--- src/rtl/rx_evt_pkg.sv ---
package rx_evt_pkg;
   localparam int BIT_HDR  = 12;
   localparam int BIT_RDY  = 13;
   localparam int BIT_GOOD = 14;
   localparam int BIT_BAD  = 15;
   localparam int NFLAG    = 4;

   localparam logic [2:0] A_STATUS = 3'd0;
   localparam logic [2:0] A_CONFIG = 3'd1;
   localparam logic [2:0] A_MASK   = 3'd2;
   localparam logic [2:0] A_HDRCNT = 3'd3;
   localparam logic [2:0] A_CRCCNT = 3'd4;

   typedef struct packed {
      logic cnt_en;
      logic auto_reen;
      logic dis_abort;
   } cfg_t;
endpackage

--- src/rtl/rx_evt_regs.sv ---
module rx_evt_regs
   import rx_evt_pkg::*;
#(
   parameter int DATA_W = 32
) (
   input  logic              clk,
   input  logic              rst_n,
   input  logic              wr_en,
   input  logic [2:0]        wr_addr,
   input  logic [DATA_W-1:0] wr_data,
   output cfg_t              cfg,
   output logic [NFLAG-1:0]  mask,
   output logic [NFLAG-1:0]  w1c,
   output logic              cnt_clr
);
   logic wr_cfg, wr_mask;

   assign wr_cfg  = wr_en && (wr_addr == A_CONFIG);
   assign wr_mask = wr_en && (wr_addr == A_MASK);

   assign w1c     = (wr_en && (wr_addr == A_STATUS)) ? wr_data[BIT_BAD:BIT_HDR] : '0;
   assign cnt_clr = wr_cfg && wr_data[2] && !cfg.cnt_en;

   always_ff @(posedge clk or negedge rst_n) begin
      if (!rst_n) begin
         cfg  <= '0;
         mask <= '0;
      end else begin
         if (wr_cfg)
            cfg <= cfg_t'(wr_data[2:0]);
         if (wr_mask)
            mask <= wr_data[BIT_BAD:BIT_HDR];
      end
   end
endmodule

--- src/rtl/rx_evt_flags.sv ---
module rx_evt_flags
   import rx_evt_pkg::*;
(
   input  logic             clk,
   input  logic             rst_n,
   input  logic             hdr_set,
   input  logic             frm_end,
   input  logic             crc_ok,
   input  logic             ts_any,
   input  logic [NFLAG-1:0] w1c,
   input  logic             rx_en,
   output logic [NFLAG-1:0] flags,
   output logic             bad_evt
);
   logic             pend_v, pend_ok;
   logic             release_now, rel_ok;
   logic [NFLAG-1:0] set_v, clr_v;

   assign release_now = ts_any && (pend_v || frm_end);
   assign rel_ok      = frm_end ? crc_ok : pend_ok;
   assign bad_evt     = release_now && !rel_ok;

   // index 0 hdr, 1 ready, 2 good, 3 bad (status bits 12..15)
   assign set_v = {release_now && !rel_ok, release_now && rel_ok, release_now, hdr_set};
   assign clr_v = w1c | {NFLAG{rx_en}};

   always_ff @(posedge clk or negedge rst_n) begin
      if (!rst_n) begin
         pend_v  <= 1'b0;
         pend_ok <= 1'b0;
      end else if (release_now) begin
         pend_v  <= 1'b0;
      end else if (frm_end) begin
         pend_v  <= 1'b1;
         pend_ok <= crc_ok;
      end else if (rx_en) begin
         pend_v  <= 1'b0;
      end
   end

   for (genvar i = 0; i < NFLAG; i++) begin : g_flag
      always_ff @(posedge clk or negedge rst_n) begin
         if (!rst_n)
            flags[i] <= 1'b0;
         else if (set_v[i])
            flags[i] <= 1'b1;
         else if (clr_v[i])
            flags[i] <= 1'b0;
      end
   end
endmodule

--- src/rtl/rx_evt_ctl.sv ---
module rx_evt_ctl
   import rx_evt_pkg::*;
(
   input  logic clk,
   input  logic rst_n,
   input  logic hdr_set,
   input  cfg_t cfg,
   input  logic host_rx_en,
   output logic abort,
   output logic rx_en
);
   logic reen_q;

   always_ff @(posedge clk or negedge rst_n) begin
      if (!rst_n) begin
         abort  <= 1'b0;
         reen_q <= 1'b0;
      end else begin
         abort  <= hdr_set && !cfg.dis_abort;
         reen_q <= abort && cfg.auto_reen;
      end
   end

   assign rx_en = host_rx_en || reen_q;
endmodule

--- src/rtl/rx_evt_ctr.sv ---
module rx_evt_ctr #(
   parameter int CNT_W = 12
) (
   input  logic             clk,
   input  logic             rst_n,
   input  logic             clr,
   input  logic             en,
   input  logic             inc,
   output logic [CNT_W-1:0] cnt
);
   localparam logic [CNT_W-1:0] MAXV = {CNT_W{1'b1}};

   always_ff @(posedge clk or negedge rst_n) begin
      if (!rst_n)
         cnt <= '0;
      else if (clr)
         cnt <= '0;
      else if (en && inc && (cnt != MAXV))
         cnt <= cnt + 1'b1;
   end
endmodule

--- src/rtl/rx_evt_status.sv ---
module rx_evt_status
   import rx_evt_pkg::*;
#(
   parameter int DATA_W  = 32,
   parameter int CNT_W   = 12,
   parameter bit IRQ_REG = 1'b0
) (
   input  logic              clk,
   input  logic              rst_n,
   input  logic              hdr_dbl_err_i,
   input  logic              hdr_sgl_err_i,
   input  logic              frm_end_i,
   input  logic              crc_ok_i,
   input  logic              ts_done_i,
   input  logic              ts_err_i,
   input  logic              host_rx_en_i,
   input  logic              wr_en_i,
   input  logic [2:0]        wr_addr_i,
   input  logic [DATA_W-1:0] wr_data_i,
   input  logic [2:0]        rd_addr_i,
   output logic [DATA_W-1:0] rd_data_o,
   output logic              rx_abort_o,
   output logic              rx_en_o,
   output logic              irq_o
);
   localparam int NCTR = 2;

   if (DATA_W < 16) begin : g_bad_dw
      $error("DATA_W must hold status bit 15");
   end
   if (CNT_W < 1 || CNT_W > DATA_W) begin : g_bad_cw
      $error("CNT_W must be between 1 and DATA_W");
   end

   cfg_t             cfg_q;
   logic [NFLAG-1:0] mask_q, w1c, flags_q;
   logic             cnt_clr, bad_evt, irq_raw;
   logic [NCTR-1:0]  ctr_inc;
   logic [CNT_W-1:0] ctr_val [NCTR];

   // single-bit header errors are corrected upstream and raise nothing
   logic unused_sgl;
   assign unused_sgl = hdr_sgl_err_i;

   rx_evt_regs #(.DATA_W(DATA_W)) u_regs (
      .clk(clk), .rst_n(rst_n), .wr_en(wr_en_i), .wr_addr(wr_addr_i),
      .wr_data(wr_data_i), .cfg(cfg_q), .mask(mask_q), .w1c(w1c), .cnt_clr(cnt_clr)
   );

   rx_evt_flags u_flags (
      .clk(clk), .rst_n(rst_n), .hdr_set(hdr_dbl_err_i), .frm_end(frm_end_i),
      .crc_ok(crc_ok_i), .ts_any(ts_done_i || ts_err_i), .w1c(w1c),
      .rx_en(rx_en_o), .flags(flags_q), .bad_evt(bad_evt)
   );

   rx_evt_ctl u_ctl (
      .clk(clk), .rst_n(rst_n), .hdr_set(hdr_dbl_err_i), .cfg(cfg_q),
      .host_rx_en(host_rx_en_i), .abort(rx_abort_o), .rx_en(rx_en_o)
   );

   assign ctr_inc = {bad_evt, hdr_dbl_err_i};

   for (genvar c = 0; c < NCTR; c++) begin : g_ctr
      rx_evt_ctr #(.CNT_W(CNT_W)) u_ctr (
         .clk(clk), .rst_n(rst_n), .clr(cnt_clr), .en(cfg_q.cnt_en),
         .inc(ctr_inc[c]), .cnt(ctr_val[c])
      );
   end

   always_comb begin
      rd_data_o = '0;
      case (rd_addr_i)
         A_STATUS: rd_data_o[BIT_BAD:BIT_HDR] = flags_q;
         A_CONFIG: rd_data_o[2:0]             = cfg_q;
         A_MASK:   rd_data_o[BIT_BAD:BIT_HDR] = mask_q;
         A_HDRCNT: rd_data_o[CNT_W-1:0]       = ctr_val[0];
         A_CRCCNT: rd_data_o[CNT_W-1:0]       = ctr_val[1];
         default:  rd_data_o = '0;
      endcase
   end

   assign irq_raw = |(flags_q & mask_q);

   if (IRQ_REG) begin : g_irq_ff
      always_ff @(posedge clk or negedge rst_n) begin
         if (!rst_n) irq_o <= 1'b0;
         else        irq_o <= irq_raw;
      end
   end else begin : g_irq_comb
      assign irq_o = irq_raw;
   end
endmodule

--- config.mk ---
export PLATFORM = sky130hd
export DESIGN_NAME = rx_evt_status
export DESIGN_NICKNAME = d
export VERILOG_FILES = /design/src/rtl/rx_evt_pkg.sv /design/src/rtl/rx_evt_regs.sv /design/src/rtl/rx_evt_flags.sv /design/src/rtl/rx_evt_ctl.sv /design/src/rtl/rx_evt_ctr.sv /design/src/rtl/rx_evt_status.sv
export SDC_FILE = /design/constraint.sdc
export NUM_CORES = 1
export LEC_CHECK = 0
export ABC_AREA = 0
export ABC_CLOCK_PERIOD_IN_PS = 1950
export BUFFER_PORTS_ARGS = -buffer_cell sky130_fd_sc_hd__buf_2
export CAP_MARGIN = 10
export CORE_MARGIN = 2
export CORE_UTILIZATION = 51
export CTS_CLUSTER_SIZE = 12
export DETAILED_ROUTE_END_ITERATION = 8
export GPL_TIMING_DRIVEN = 0
export PLACE_DENSITY = 0.81
export SYNTH_ARGS = -nofsm -noshare
export SYNTH_HDL_FRONTEND = slang
export SYNTH_SLANG_ARGS = --single-unit
export TNS_END_PERCENT = 10
--- constraint.sdc ---
create_clock -name clk -period 1.95 [get_ports clk]
set_input_delay 0.2925 -clock clk [delete_from_list [all_inputs] [get_ports clk]]
set_output_delay 0.2925 -clock clk [all_outputs]
set_load 0.1 [all_outputs]
-- Word level (Yosys, flattened, before mapping)
Index checks and enable logic that the tools add are counted.
- $add $sub $neg: 2
- multipliers: 0
- div/mod/pow operators: 0
- $lt $le $gt $ge: 0
- eq/ne operators: 8
- shift-type cells: 0
- multiplexer cells: 20
- bitwise gates (word level): 2
- reduce and logical (&&, ||, !) cells: 30
- operator list (kind ; number):
    two-way mux 12 bit ; 4
    adder 12 x 1 -> 12 bit, second input constant ; 2
    != test 12 bit, second input constant ; 2
    one-hot mux 9 bit (2 select lines) ; 1
    logical AND 1 bit ; 14
    two-way mux 1 bit ; 12
    nonzero test 2 bit ; 6
    equality test 3 x 2 -> 1 bit, second input constant ; 3
    one-hot mux 3 bit (3 select lines) ; 1
    one-hot mux 4 bit (2 select lines) ; 1
    equality test 3 x 1 -> 1 bit, second input constant ; 2
    logical NOT 3 bit ; 2
    bitwise AND 4 bit ; 1
    two-way mux 4 bit ; 1
    OR 4 bit ; 1
    OR reduction 4 bit ; 1
    equality test 3 bit, second input constant ; 1
    logical NOT 1 bit ; 3
    logical OR 1 bit ; 3
    nonzero test 3 bit ; 1
- bits in registers: 39
- latch bits: 0
- memory bits (writable): 0
- ROM bits: 0
- bits of input ports: 48
- output and inout bits: 35
- word-level logic and storage cells: 76
- memories kept: 0

-- Logic depth before layout (Yosys ltp)
- depth in word-level cells: 7
- depth in mapped cells: 5
- depth with buffers taken out: 5

-- Hierarchy
Synthesis repeated with hierarchy kept, for this count alone.
- cell total of the unflattened synthesis: 243
- area total of the unflattened synthesis: 2524.9 µm²
- by module, submodules not included (module ; instances ; cells each ; area an instance (µm²) ; sequential area each (µm²)):
    rx_evt_ctr ; 2 ; 69 ; 679.4 ; 300.3
    rx_evt_status ; 1 ; 53 ; 456.7 ; 0.0
    rx_evt_regs ; 1 ; 22 ; 361.6 ; 175.2
    rx_evt_flags ; 1 ; 25 ; 279.0 ; 150.1
    rx_evt_ctl ; 1 ; 5 ; 68.8 ; 50.0

-- Least setup slack after synthesis
OpenSTA, ideal clock, no wires.
- kind: input to output
- from: in rd_addr_i[1]
- to: out rd_data_o[0]
- arrival time: 2.896 ns
- data required time: 1.657 ns
- setup slack: -1.239 ns
- stages on the path: 3
- buffers on the path: 1
- cells stage by stage: clkbuf_1 > mux2i_1 > o21ai_0
- cells in the longest elaborated chain, start to end: 2
- elaborated cells between the ends (all ways): 4
- classes of those cells: eq/ne: 3; mux: 1
- ends and longest elaborated chain (item ; RTL line ; source):
    start, declared ; rx_evt_status.sv:20 ; input logic [2:0] rd_addr_i,
    equality test 3 bit, or another cell as far along ; rx_evt_status.sv:72 ; case (rd_addr_i)
    one-hot mux 3 bit (3 select lines) (*) ; rx_evt_status.sv:72 ;
    end, declared ; rx_evt_status.sv:21 ; output logic [DATA_W-1:0] rd_data_o,
Every way passes the cells marked *; elsewhere a longest branch is shown, timed or not.

-- Final worst setup path
- from: reg g_ctr[0].u_ctr.cnt[7]
- to: reg g_ctr[0].u_ctr.cnt[11]
- cells in the longest elaborated chain, start to end: 3
- elaborated cells between the ends (all ways): 6
- classes of those cells: add/sub: 1; eq/ne: 1; mux: 2; reduce/logical: 2
- ends and longest elaborated chain (item ; RTL line ; source):
    start, declared ; rx_evt_ctr.sv:9 ; output logic [CNT_W-1:0] cnt
    start signal, assigned ; rx_evt_ctr.sv:19 ; cnt <= cnt + 1'b1;
    adder 12 x 1 -> 12 bit or != test 12 bit (tied branches) ; rx_evt_ctr.sv:19, rx_evt_ctr.sv:18 ;
    two-way mux 12 bit or logical AND 1 bit (tied branches) ; rx_evt_ctr.sv:18 ; else if (en && inc && (cnt != MAXV))
    two-way mux 12 bit or nonzero test 2 bit (tied branches) ; - ;
Several ways; a longest one is shown, not always the timed one. The select of a mux whose other input is x is not followed.
A chain may end at the register's enable or synchronous reset.

==> flow_metrics.tcl <==
set metrics [dict create \
    clockBufferDepth 2 \
    coreArea_um2 4690 \
    critPathMaxStageDelay_ns 0.57 \
    slew-limit-headroom_pct 42.7 \
    outcome "finished, final reports clean" \
    cts_made_buffers 5 \
    synthArstFlopShare_pct 100 \
    cts.clk_slew.worst_paths_ns 0.08 \
    cp_slowest_cell "or4_1" \
    clkSinkCount 39 \
    vias_per_cell 5.84 \
    drc 0 \
    power_uw 2640 \
    muxShareOfSynthArea_pct 11.1 \
    antenna_found_initial 0 \
    synth_warnings 0 \
    root_buffer "clkbuf_8" \
    fmax_mhz 522 \
    via_count 2154 \
    min_path_type "primary input to asynchronous set/reset pin" \
    synth_edf_count 0 \
    syn_area_per_cell_um2 9.82 \
    grt_use_total_pct 23.0 \
    synthToLayoutAreaGrowth_pct 21.5 \
    grt_first_pass_wirelength_um 9600 \
    place_congestion 0.876 \
    dieHeight_um 73.5 \
    rsz0062_at_grt "yes" \
    end_kind "register" \
    stdcell_count 369 \
    setup_viol 0 \
    fin_crit_sh_pct 98.2 \
    regArea_um2 977 \
    synth_cell_types 54 \
    drt_iter0_markers 122 \
    synth_seq_cells 39 \
    start_kind "register" \
    required_ns 2.18 \
    ant_nets 0 \
    report.final.slew_viol_count 0 \
    synth_ff_type "dfrtp_1" \
    first_global_vias 2018 \
    synth_xor_xnor_area_share_pct 0.356 \
    start_util_pct 52.5 \
    synthAdderAreaFrac_pct 1.02 \
    synth-seq-area-share_pct 39.6 \
    finClkSkew_ns 0.00346 \
    tritoncts "built" \
    drt_wl_total_um 5740 \
    p_leak_uw 0.00141 \
    syn_inst 251 \
    row_count 25 \
    clock_latency_ns 0.29 \
    dp_hpwl_um 4110 \
    die_w_um 73.5 \
    peakVddDrop_uv 775 \
    synthTopCellsByArea "dfrtp_1 40%, mux2i_1 6.5%, buf_4 4.9%" \
    cts-htree-levels 2 \
    path_max_fanout 7 \
    hold_violations 0 \
    path_class "register to register" \
    dp_cells 358 \
    synth_top_family_by_area "simple AND/OR/NAND/NOR gates" \
    syn_area_um2 2460 \
    fill_cells 390 \
    portBuffers 38 \
    pin_count 83 \
    path_cells "nand4_1 > or4_1 > a211oi_1 > a21o_1" \
    post_drt_wl_per_cell_um 15.5 \
    synth_top_cell_area_share_pct 39.6 \
    multi_input_area_um2 1410 \
    die_area_um2 5400 \
    diodes 0 \
    synth_top_area_cell "dfrtp_1" \
    drv_cap 0 \
    period_needed_ns 1.92 \
    grt_max_degree 40 \
    power_density_nw_per_um2 881 \
    layout-drive-gt1-share_pct 32.4 \
    crit_buf_inv 0 \
    grt_overflow 0 \
    dr.pass1.iters 4 \
    critPathTopFamily "simple AND/OR/NAND/NOR gates" \
    synth_compound_area_share_pct 15.9 \
    worstMarginPinSlew_ns 0.860 \
    nets 364 \
    synth-simple-area-share_pct 24.8 \
    worstPathArrival_ns 2.15 \
]
==> metal layers <==
metal	part of all wire, %	wire length (um)	GRT usage (%)
met1	42	2420	30.1
met4	1.1	61	5.45
met3	4.3	249	3.70
met5	0	0	0
met2	52	3000	39.8
==> through the flow <==
step	hold WS, ns	worst slack [ns]	setup TNS [ns]	utilization (%)	instance area [um2]
2_1_floorplan	-0.00309	-0.496	-4.85	-	2540
3_3_place_gp	0.441	-0.326	-3.64	59.7	2800
3_5_place_dp	0.440	-0.369	-4.07	59.7	2800
4_1_cts	0.138	0.0260	0	63.0	2950
5_1_grt	0.179	-0.0775	-0.124	63.8	2990
6_report	0.105	0.0342	0	63.8	2990
==> worst paths after layout <==
path	start	end	slack (ns)	cells past startpoint
setup reg to reg	g_ctr[0].u_ctr.cnt[7]	g_ctr[0].u_ctr.cnt[11]	0.03	4
hold reg to reg	u_regs.cfg[0]	u_ctl.abort	0.44	1
max in group asynchronous	rst_n	g_ctr[0].u_ctr.cnt[3]	1.25	1
hold / removal	rst_n	u_regs.cfg[1]	0.11	1
setup / recovery	g_ctr[0].u_ctr.cnt[7]	g_ctr[0].u_ctr.cnt[11]	0.03	4
min in group clk	wr_data_i[1]	u_regs.cfg[1]	0.23	2
==> flip-flops by register name (all words and copies together), names as in the netlist <==
signal	count
u_flags.flags	4
u_flags.pend_ok	1
u_flags.pend_v	1
u_ctl.abort	1
u_regs.cfg	3
g_ctr.u_ctr.cnt	24
u_regs.mask	4
u_ctl.reen_q	1
==> cell usage after synthesis (3+ instances only) <==
| cell | instances |
|---|---|
| a21o_1 | 3 |
| a221o_1 | 7 |
| a22o_1 | 9 |
| and2_1 | 3 |
| and3_1 | 3 |
| buf_4 | 16 |
| clkbuf_1 | 6 |
| dfrtp_1 | 39 |
| inv_1 | 4 |
| mux2_2 | 10 |
| mux2i_1 | 16 |
| nand2_1 | 31 |
| nand3_1 | 12 |
| nand4_1 | 4 |
| nor2_1 | 6 |
| nor3_1 | 15 |
| nor4_1 | 6 |
| o21ai_0 | 8 |
| o31ai_1 | 3 |
| or3_1 | 3 |
==> worst reg2reg max path: stages (launching register included) <==
cell	delay [ns]
dfrtp_1	0.49
nand4_1	0.26
or4_1	0.57
a211oi_1	0.40
a21o_1	0.14
==> repair_timing <==
| item | 4_1_cts | 5_1_grt |
|---|---|---|
| setup buffers | 0 | 3 |
| resized for setup | 14 | 5 |
| hold buffers | 0 | 0 |
| pin swaps | 0 | 2 |
| endpoints found under the setup margin | 12 | 14 |
| endpoints found under the hold margin | 0 | 0 |
==> cell type report <==
type,count,share of cell area [%]
buffer,24,5.39
inverter,4,0.502
clock buffer,6,2.76
sequential,39,32.7
clock inverter,2,1.17
multi-input combinational,199,47.2
tap,54,2.26
timing repair buffer,41,8.11
==> power by group <==
group / leakage [uW] / total, uW / internal (uW) / switching [uW]
clock: 0.0000612 / 704 / 414 / 290
combinational: 0.000848 / 842 / 240 / 603
sequential: 0.000506 / 1090 / 934 / 156
total: 0.00141 / 2640 / 1590 / 1050
==> cells in the final DEF, fill, tap and decap left out, types with 3 or more instances in the layout <==
cell and count:
and2_1 3, nand3_1 12, conb_1 16, a221o_1 7, buf_4 29, nor4_1 6
nor3_1 11, a22o_1 9, nor3_2 4, nand2_1 31, mux2_2 10, mux2i_1 16
clkbuf_1 4, dfrtp_1 38, a21o_1 3, buf_2 27, nand4_1 4, inv_1 4
nor2_1 5, or3_1 3, clkbuf_8 6, o31ai_1 3, o21ai_1 4, and3_1 3
o21ai_0 5
==> kinds of logic after synthesis <==
| group | after synthesis |
|---|---|
| muxes | 26 |
| AOI/OAI and AO/OA | 49 |
| other | 1 |
| buffers and inverters | 28 |
| adders and majority gates | 2 |
| DFF | 39 |
| xor gates and xnor gates | 1 |
| and+or+nand+nor | 105 |
No activity file was read; power rests on OpenSTA's default activity.
